==> src/rtl/dma_chan_pkg.sv <==
package dma_chan_pkg;

  localparam logic [2:0] SEL_SRC  = 3'd0;
  localparam logic [2:0] SEL_DST  = 3'd1;
  localparam logic [2:0] SEL_CNT  = 3'd2;
  localparam logic [2:0] SEL_CTRL = 3'd3;
  localparam logic [2:0] SEL_STAT = 3'd4;

  localparam logic [1:0] SZ_LONG = 2'b00;
  localparam logic [1:0] SZ_BYTE = 2'b01;
  localparam logic [1:0] SZ_WORD = 2'b10;
  localparam logic [1:0] SZ_LINE = 2'b11;

  typedef enum logic [1:0] {
    ST_IDLE = 2'd0,
    ST_WAIT = 2'd1,
    ST_RD   = 2'd2,
    ST_WR   = 2'd3
  } state_e;

  typedef struct packed {
    logic [1:0] dsize;
    logic       dfix;
    logic [1:0] ssize;
    logic       sfix;
    logic       irq_en;
    logic       xmode;
    logic       run;
  } ctrl_t;

  localparam int CTRL_W = $bits(ctrl_t);

  // bytes moved by one access of the given size code
  function automatic logic [2:0] size_bytes(input logic [1:0] sz);
    case (sz)
      SZ_BYTE: size_bytes = 3'd1;
      SZ_WORD: size_bytes = 3'd2;
      default: size_bytes = 3'd4;
    endcase
  endfunction

  // distance in bytes of the access from the least significant lane
  function automatic logic [1:0] lane_shift(input logic [1:0] sz, input logic [1:0] a);
    case (sz)
      SZ_BYTE: lane_shift = ~a;
      SZ_WORD: lane_shift = {~a[1], 1'b0};
      default: lane_shift = 2'd0;
    endcase
  endfunction

  function automatic logic [31:0] lane_mask(input logic [1:0] sz);
    case (sz)
      SZ_BYTE: lane_mask = 32'h0000_00FF;
      SZ_WORD: lane_mask = 32'h0000_FFFF;
      default: lane_mask = 32'hFFFF_FFFF;
    endcase
  endfunction

  function automatic logic [3:0] lane_be(input logic [1:0] sz, input logic [1:0] a);
    logic [3:0] base;
    case (sz)
      SZ_BYTE: base = 4'b0001;
      SZ_WORD: base = 4'b0011;
      default: base = 4'b1111;
    endcase
    lane_be = base << lane_shift(sz, a);
  endfunction

  function automatic logic [31:0] lane_extract(input logic [1:0] sz, input logic [1:0] a,
                                               input logic [31:0] d);
    lane_extract = (d >> {lane_shift(sz, a), 3'b000}) & lane_mask(sz);
  endfunction

  function automatic logic [31:0] lane_insert(input logic [1:0] sz, input logic [1:0] a,
                                              input logic [31:0] v);
    lane_insert = (v & lane_mask(sz)) << {lane_shift(sz, a), 3'b000};
  endfunction

endpackage

==> src/rtl/dma_addr_step.sv <==
module dma_addr_step
  import dma_chan_pkg::*;
#(
  parameter int AW = 32
) (
  input  logic          clk,
  input  logic          rst_n,
  input  logic          load,
  input  logic [AW-1:0] load_val,
  input  logic          step,
  input  logic          fixed,
  input  logic [1:0]    size,
  output logic [AW-1:0] addr
);

  always_ff @(posedge clk or negedge rst_n) begin
    if (!rst_n)               addr <= '0;
    else if (load)            addr <= load_val;
    else if (step && !fixed)  addr <= addr + AW'(size_bytes(size));
  end

  // a fixed side keeps its address across a completed unit
  assert_fixed_hold_R4: assert property (@(posedge clk) disable iff (!rst_n)
    (step && fixed && !load) |=> (addr == $past(addr)));

endmodule

==> src/rtl/dma_cfg_check.sv <==
module dma_cfg_check
  import dma_chan_pkg::*;
(
  input  logic [1:0] ssize,
  input  logic [1:0] dsize,
  input  logic [1:0] cnt_lo,
  output logic       bad
);

  logic [2:0] sb, db, big, align_mask;

  always_comb begin
    sb         = size_bytes(ssize);
    db         = size_bytes(dsize);
    big        = (sb > db) ? sb : db;
    align_mask = big - 3'd1;
    bad        = (ssize == SZ_LINE) || (dsize == SZ_LINE) ||
                 ((cnt_lo & align_mask[1:0]) != 2'b00);
  end

endmodule

==> src/rtl/dma_chan.sv <==
module dma_chan
  import dma_chan_pkg::*;
#(
  parameter int AW = 32,
  parameter int CW = 24
) (
  input  logic          clk,
  input  logic          rst_n,
  input  logic          reg_wr,
  input  logic [2:0]    reg_sel,
  input  logic [31:0]   reg_wdata,
  output logic [31:0]   reg_rdata,
  input  logic          xreq,
  output logic          irq,
  output logic          bus_req,
  output logic          bus_we,
  output logic [AW-1:0] bus_addr,
  output logic [3:0]    bus_be,
  output logic [31:0]   bus_wdata,
  input  logic [31:0]   bus_rdata,
  input  logic          bus_ack,
  input  logic          bus_err
);

  ctrl_t         ctrl_q, ctrl_in;
  state_e        st_q, st_d;
  logic [CW-1:0] cnt_q, src_step_n;
  logic [31:0]   hold_q;
  logic          done_q, berr_q, cerr_q;
  logic [AW-1:0] src_addr, dst_addr;

  // named events
  logic wr_src, wr_dst, wr_cnt, wr_ctrl, wr_stat;
  logic stop_req, start_req, cfg_bad, clr_stat;
  logic rd_ok, wr_ok, fault, unit_last, set_done, go, busy;

  assign ctrl_in    = ctrl_t'(reg_wdata[CTRL_W-1:0]);
  assign wr_src     = reg_wr && (reg_sel == SEL_SRC);
  assign wr_dst     = reg_wr && (reg_sel == SEL_DST);
  assign wr_cnt     = reg_wr && (reg_sel == SEL_CNT);
  assign wr_ctrl    = reg_wr && (reg_sel == SEL_CTRL);
  assign wr_stat    = reg_wr && (reg_sel == SEL_STAT);
  assign clr_stat   = wr_stat && reg_wdata[0];
  assign stop_req   = wr_ctrl && !ctrl_in.run;
  assign start_req  = wr_ctrl && ctrl_in.run && (st_q == ST_IDLE);
  assign busy       = (st_q != ST_IDLE);
  assign src_step_n = CW'(size_bytes(ctrl_q.ssize));
  assign rd_ok      = (st_q == ST_RD) && bus_ack && !bus_err && !stop_req;
  assign wr_ok      = (st_q == ST_WR) && bus_ack && !bus_err && !stop_req;
  assign fault      = bus_req && bus_err && !stop_req;
  assign unit_last  = wr_ok && (cnt_q == src_step_n);
  assign set_done   = unit_last || (start_req && !cfg_bad && (cnt_q == '0));
  assign go         = (st_q == ST_WAIT) && (!ctrl_q.xmode || xreq);

  dma_cfg_check u_cfg (
    .ssize  (ctrl_in.ssize),
    .dsize  (ctrl_in.dsize),
    .cnt_lo (cnt_q[1:0]),
    .bad    (cfg_bad)
  );

  dma_addr_step #(.AW(AW)) u_src (
    .clk      (clk),
    .rst_n    (rst_n),
    .load     (wr_src),
    .load_val (reg_wdata[AW-1:0]),
    .step     (wr_ok),
    .fixed    (ctrl_q.sfix),
    .size     (ctrl_q.ssize),
    .addr     (src_addr)
  );

  dma_addr_step #(.AW(AW)) u_dst (
    .clk      (clk),
    .rst_n    (rst_n),
    .load     (wr_dst),
    .load_val (reg_wdata[AW-1:0]),
    .step     (wr_ok),
    .fixed    (ctrl_q.dfix),
    .size     (ctrl_q.dsize),
    .addr     (dst_addr)
  );

  always_comb begin
    st_d = st_q;
    if (stop_req) st_d = ST_IDLE;
    else begin
      case (st_q)
        ST_IDLE: if (start_req && !cfg_bad && (cnt_q != '0)) st_d = ST_WAIT;
        ST_WAIT: if (go) st_d = ST_RD;
        ST_RD:   if (fault) st_d = ST_IDLE;
                 else if (rd_ok) st_d = ST_WR;
        ST_WR:   if (fault) st_d = ST_IDLE;
                 else if (wr_ok) st_d = unit_last ? ST_IDLE : ST_WAIT;
        default: st_d = ST_IDLE;
      endcase
    end
  end

  always_ff @(posedge clk or negedge rst_n) begin
    if (!rst_n) begin
      st_q   <= ST_IDLE;
      ctrl_q <= '0;
      cnt_q  <= '0;
      hold_q <= '0;
      done_q <= 1'b0;
      berr_q <= 1'b0;
      cerr_q <= 1'b0;
    end else begin
      st_q <= st_d;
      if (wr_ctrl) ctrl_q <= ctrl_in;
      if (wr_cnt)      cnt_q <= reg_wdata[CW-1:0];
      else if (wr_ok)  cnt_q <= cnt_q - src_step_n;
      if (rd_ok) hold_q <= lane_extract(ctrl_q.ssize, src_addr[1:0], bus_rdata);
      if (set_done)      done_q <= 1'b1;
      else if (clr_stat) done_q <= 1'b0;
      if (fault)         berr_q <= 1'b1;
      else if (clr_stat) berr_q <= 1'b0;
      if (start_req && cfg_bad) cerr_q <= 1'b1;
      else if (clr_stat)        cerr_q <= 1'b0;
    end
  end

  assign bus_req   = (st_q == ST_RD) || (st_q == ST_WR);
  assign bus_we    = (st_q == ST_WR);
  assign bus_addr  = bus_we ? dst_addr : src_addr;
  assign bus_be    = bus_we ? lane_be(ctrl_q.dsize, dst_addr[1:0])
                            : lane_be(ctrl_q.ssize, src_addr[1:0]);
  assign bus_wdata = lane_insert(ctrl_q.dsize, dst_addr[1:0], hold_q);
  assign irq       = done_q && ctrl_q.irq_en;

  always_comb begin
    case (reg_sel)
      SEL_SRC:  reg_rdata = 32'(src_addr);
      SEL_DST:  reg_rdata = 32'(dst_addr);
      SEL_CNT:  reg_rdata = 32'(cnt_q);
      SEL_CTRL: reg_rdata = 32'(ctrl_q);
      SEL_STAT: reg_rdata = {28'd0, busy, cerr_q, berr_q, done_q};
      default:  reg_rdata = 32'd0;
    endcase
  end

  // an accepted read is followed by the write of the same unit
  assert_read_then_write_R2: assert property (@(posedge clk) disable iff (!rst_n)
    rd_ok |=> (bus_req && bus_we));

  // a bad configuration never leaves the idle state
  assert_cfg_blocks_R3: assert property (@(posedge clk) disable iff (!rst_n)
    (start_req && cfg_bad) |=> (!bus_req && cerr_q));

  // the count falls by the source size per completed unit
  assert_count_step_R5: assert property (@(posedge clk) disable iff (!rst_n)
    (wr_ok && !wr_cnt) |=> (cnt_q == $past(cnt_q - src_step_n)));

  // lane enables cover one, two or four lanes
  assert_lane_width_R6: assert property (@(posedge clk) disable iff (!rst_n)
    bus_req |-> ($countones(bus_be) == 1 || $countones(bus_be) == 2 ||
                 $countones(bus_be) == 4));

  // the last unit leaves the channel idle with done set
  assert_last_done_R8: assert property (@(posedge clk) disable iff (!rst_n)
    unit_last |=> (done_q && !busy));

  // a run-bit clear drops the bus at once
  assert_stop_quiet_R9: assert property (@(posedge clk) disable iff (!rst_n)
    stop_req |=> !bus_req);

  // an error response halts the channel
  assert_fault_halt_R10: assert property (@(posedge clk) disable iff (!rst_n)
    fault |=> (!bus_req && berr_q && !done_q));

  // completion wins over a same-cycle status clear
  assert_clash_keeps_done_R11: assert property (@(posedge clk) disable iff (!rst_n)
    (unit_last && clr_stat) |=> done_q);

endmodule

==> config.mk <==
export PLATFORM = sky130hd
export DESIGN_NAME = dma_chan
export DESIGN_NICKNAME = d
export VERILOG_FILES = /design/src/rtl/dma_chan_pkg.sv /design/src/rtl/dma_addr_step.sv /design/src/rtl/dma_cfg_check.sv /design/src/rtl/dma_chan.sv
export SDC_FILE = /design/constraint.sdc
export NUM_CORES = 1
export LEC_CHECK = 0
export BUFFER_PORTS_ARGS = -buffer_cell sky130_fd_sc_hd__buf_2
export CORE_MARGIN = 3
export CORE_UTILIZATION = 57
export DETAILED_ROUTE_END_ITERATION = 8
export PLACE_DENSITY = 0.78
export SETUP_SLACK_MARGIN = 0.5
export SLEW_MARGIN = 20
export SYNTH_ARGS = -nofsm -noshare
export SYNTH_HDL_FRONTEND = slang
export SYNTH_SLANG_ARGS = --single-unit
==> constraint.sdc <==
create_clock -name clk -period 3.8 [get_ports clk]
set_input_delay 0 -clock clk [delete_from_list [all_inputs] [get_ports clk]]
set_output_delay 0 -clock clk [all_outputs]
set_load 0.05 [all_outputs]
==> flow_summary.toml <==
[timing]
setup_viol_count_final = 0
layout_min_cycle_time_ns = 3.179
post-route-worst-setup-slack_ns = 0.6208
hold_ws_ns = 0.01047
post-route-period-util = 0.8366
clock_skew_ns = 0.01144
finalHoldViolations = 0
timing_worst_slew_pin_value_ns = 1.018
rsz0062_at_grt = "true"
tns_ns = 0
fmax_mhz = 314.5
drv_slew = 0
maxSlewHeadroom = 0.3215

[detailed_routing]
routed_wl_mm = 32.46
firstDrtPassIters = 5
wl_per_cell_um = 19.53
drcViolationCount = 0
drt_iter0_drc = 1025
post_drt_via_cell_ratio = 6.236
antenna_left = 0
vias = 10364

[worst_setup_path]
critPathRequiredTime_ns = 4.14
worst-r2r-cell-count = 10
crit_type = "register to register"
max_stage_delay_ns = 0.55
cp_cell_sequence = "inv_1, ha_2, ha_1, inv_1, fa_1, inv_1, a21oi_1, or4_1, or4_1, a31oi_1"
r2r_setup_slack_ns = 0.62
timing.rr.start = "ctrl_q[8]$_DFFE_PN0P_"
cp_slowest_cell = "or4_1"
startpoint = "ctrl_q[8]$_DFFE_PN0P_"
cp-start-kind = "register"
regToRegEndpoint = "u_dst.addr[28]$_DFFE_PN0P_"
crit_arrival_ns = 3.52
end_kind = "register"
path_buf_inv = 3
crit_fanout = 11
cp_top_family = "simple AND/OR/NAND/NOR gates"
crit_top_cell = "inv_1"

[die]
fp.coreArea_sq_um = 16640
fp.dieW_um = 136.9
ios = 176
start_util = 0.5864
rows = 47
die_h_um = 136.9
die_area_sq_um = 18730

[finish]
final_cell_mix = "nand2_1 (246), buf_2 (174), dfrtp_1 (134)"
syn_to_final_growth_pct = 22.23
fillers = 1302
nets = 1533
num_antenna_cells = 0
layout_commonest_cell = "nand2_1"
drive_gt1_frac = 0.1865
final_cell_count_no_fill = 1662

[logic_synthesis]
ys.flop_type = "dfrtp_1"
syn-num-nets = 1347
synth_async_sr_flop_share = 1.000
synth.distinct_cells = 70
yosys_register_bits = 134
yosysSeqAreaShare = 0.3436
syn_avg_cell_area_sq_um = 7.839
yosysWarnings = 0
synth_edf_count = 0
synth_cells = 1245
synthesis.area_sq_um = 9759

[cts]
clock_latency_ns = 0.43
cts_buffers = 17
clock_sinks = 134
path_clk_slew_ns = 0.06
cts-root-buf = "clkbuf_16"
clockBufferDepth = 2
h-tree-depth = 4
postCtsSetupBuffers = 0
cts_tree = "built"

[place]
pre_cts_ws_ns = 0.5671
gp_congestion = 0.9477
place_hpwl_mm = 22.38
dpl.cell_count = 1581
io_buffers = 175

[pwr]
p_per_area_nw_per_um2 = 542.6
irDropWorstVdd_mv = 0.4012
power.leakage_nw = 5.277

[global_routing]
grt_pass1_wl_mm = 50.87
grt_usage = 0.3468
grt_pass1_vias = 9875
grt_overflow = 0
antenna_found_initial = 0
grt_max_degree = 77

[worst_hold_path]
hold_depth = 4
min_from = "bus_rdata[4]"
min_to = "hold_q[4]$_DFFE_PN0P_"
hold_class = "input port to register"

[flow_run]
drv_cap = 0

[run_status]
outcome = "finished, final reports clean"
-- sequential cells by signal, indices dropped and copies added, names as in the netlist --
name,count
st_q,2
u_dst.addr,32
berr_q,1
ctrl_q,9
cnt_q,24
u_src.addr,32
hold_q,32
done_q,1
cerr_q,1
-- worst reg2reg max path, stage by stage (launching register included) --
cell	delay (ns)
dfrtp_1	0.43
inv_1	0.11
ha_2	0.34
ha_1	0.22
inv_1	0.06
fa_1	0.39
inv_1	0.07
a21oi_1	0.27
or4_1	0.55
or4_1	0.48
a31oi_1	0.17
-- how the worst max path moves through the flow --
stage	to	cells after the start
5_1_grt	u_dst.addr[28]$_DFFE_PN0P_	10
3_3_place_gp	u_dst.addr[28]$_DFFE_PN0P_	10
6_report	u_dst.addr[28]$_DFFE_PN0P_	10
4_1_cts	u_dst.addr[28]$_DFFE_PN0P_	10
2_1_floorplan	cnt_q[8]$_DFFE_PN0P_	12
3_5_place_dp	u_dst.addr[28]$_DFFE_PN0P_	10
-- timing repair --
item,in CTS,in global routing
endpoints found under the setup margin,0,13
hold buffers,51,0
gates resized for setup,0,3
hold endpoints to repair,195,0
-- synth_stat cells, types with 16 or more instances --
cell,count,share of area
clkbuf_1,68,0.026
a31oi_1,30,0.019
nand3_1,28,0.014
or4_1,23,0.018
or3_1,16,0.010
ha_1,26,0.033
inv_1,42,0.016
a21oi_1,58,0.030
nor3_1,26,0.013
dfrtp_1,134,0.34
mux2i_1,43,0.044
xnor2_1,32,0.029
nor3b_1,17,0.013
nor2_1,103,0.040
o21ai_0,124,0.064
o31ai_1,16,0.012
nand4_1,20,0.013
nand2_1,246,0.095
-- where the power goes --
group,switching (mW),total (mW),internal [mW]
clock,0.628,1.73,1.11
combinational,1.77,2.58,0.816
sequential,0.426,2.15,1.73
-- cells by family (layout without fill, tap and decap cells) --
family,count (synthesis),in the layout,synth area share
and+or+nand+nor,567,567,0.2845
AOI/OAI and AO/OA,282,282,0.1715
buffers and inverters,128,325,0.05102
adders and majority gates,29,29,0.03949
DFF,134,134,0.3436
muxes,60,60,0.06949
xor gates and xnor gates,45,45,0.04038
-- routing by layer --
metal  share of wire  wire length, um  vias to the layer above  track usage
li1                -                -                     4788            -
met4           0.048             1555                        0       0.1890
met2            0.46            14920                      615       0.5463
met3           0.094             3059                      116      0.06176
met1            0.40            12920                     4845       0.4549
met5               0                0                        -            0
-- through the flow --
stage                 util  total power [mW]  instance area, sq um
global placement    0.6493             4.607                 10810
global route        0.7168             6.784                 11930
floorplan                -             3.884                  9764
finish              0.7168             6.472                 11930
detailed placement  0.6493             4.656                 10810
CTS                 0.7162             6.433                 11920
-- final cells by class --
cell class / count / area (sq um) / area share
flip-flops and latches: 134 / 3353 / 0.2811
well taps: 220 / 275.3 / 0.02308
clock inverters: 9 / 152.6 / 0.01280
repair buffers: 252 / 1588 / 0.1331
inverters: 43 / 161.4 / 0.01353
clock buffers: 21 / 450.4 / 0.03776
multi-input cells: 983 / 5948 / 0.4986
Note: power is estimated with default switching activity, not from simulation.
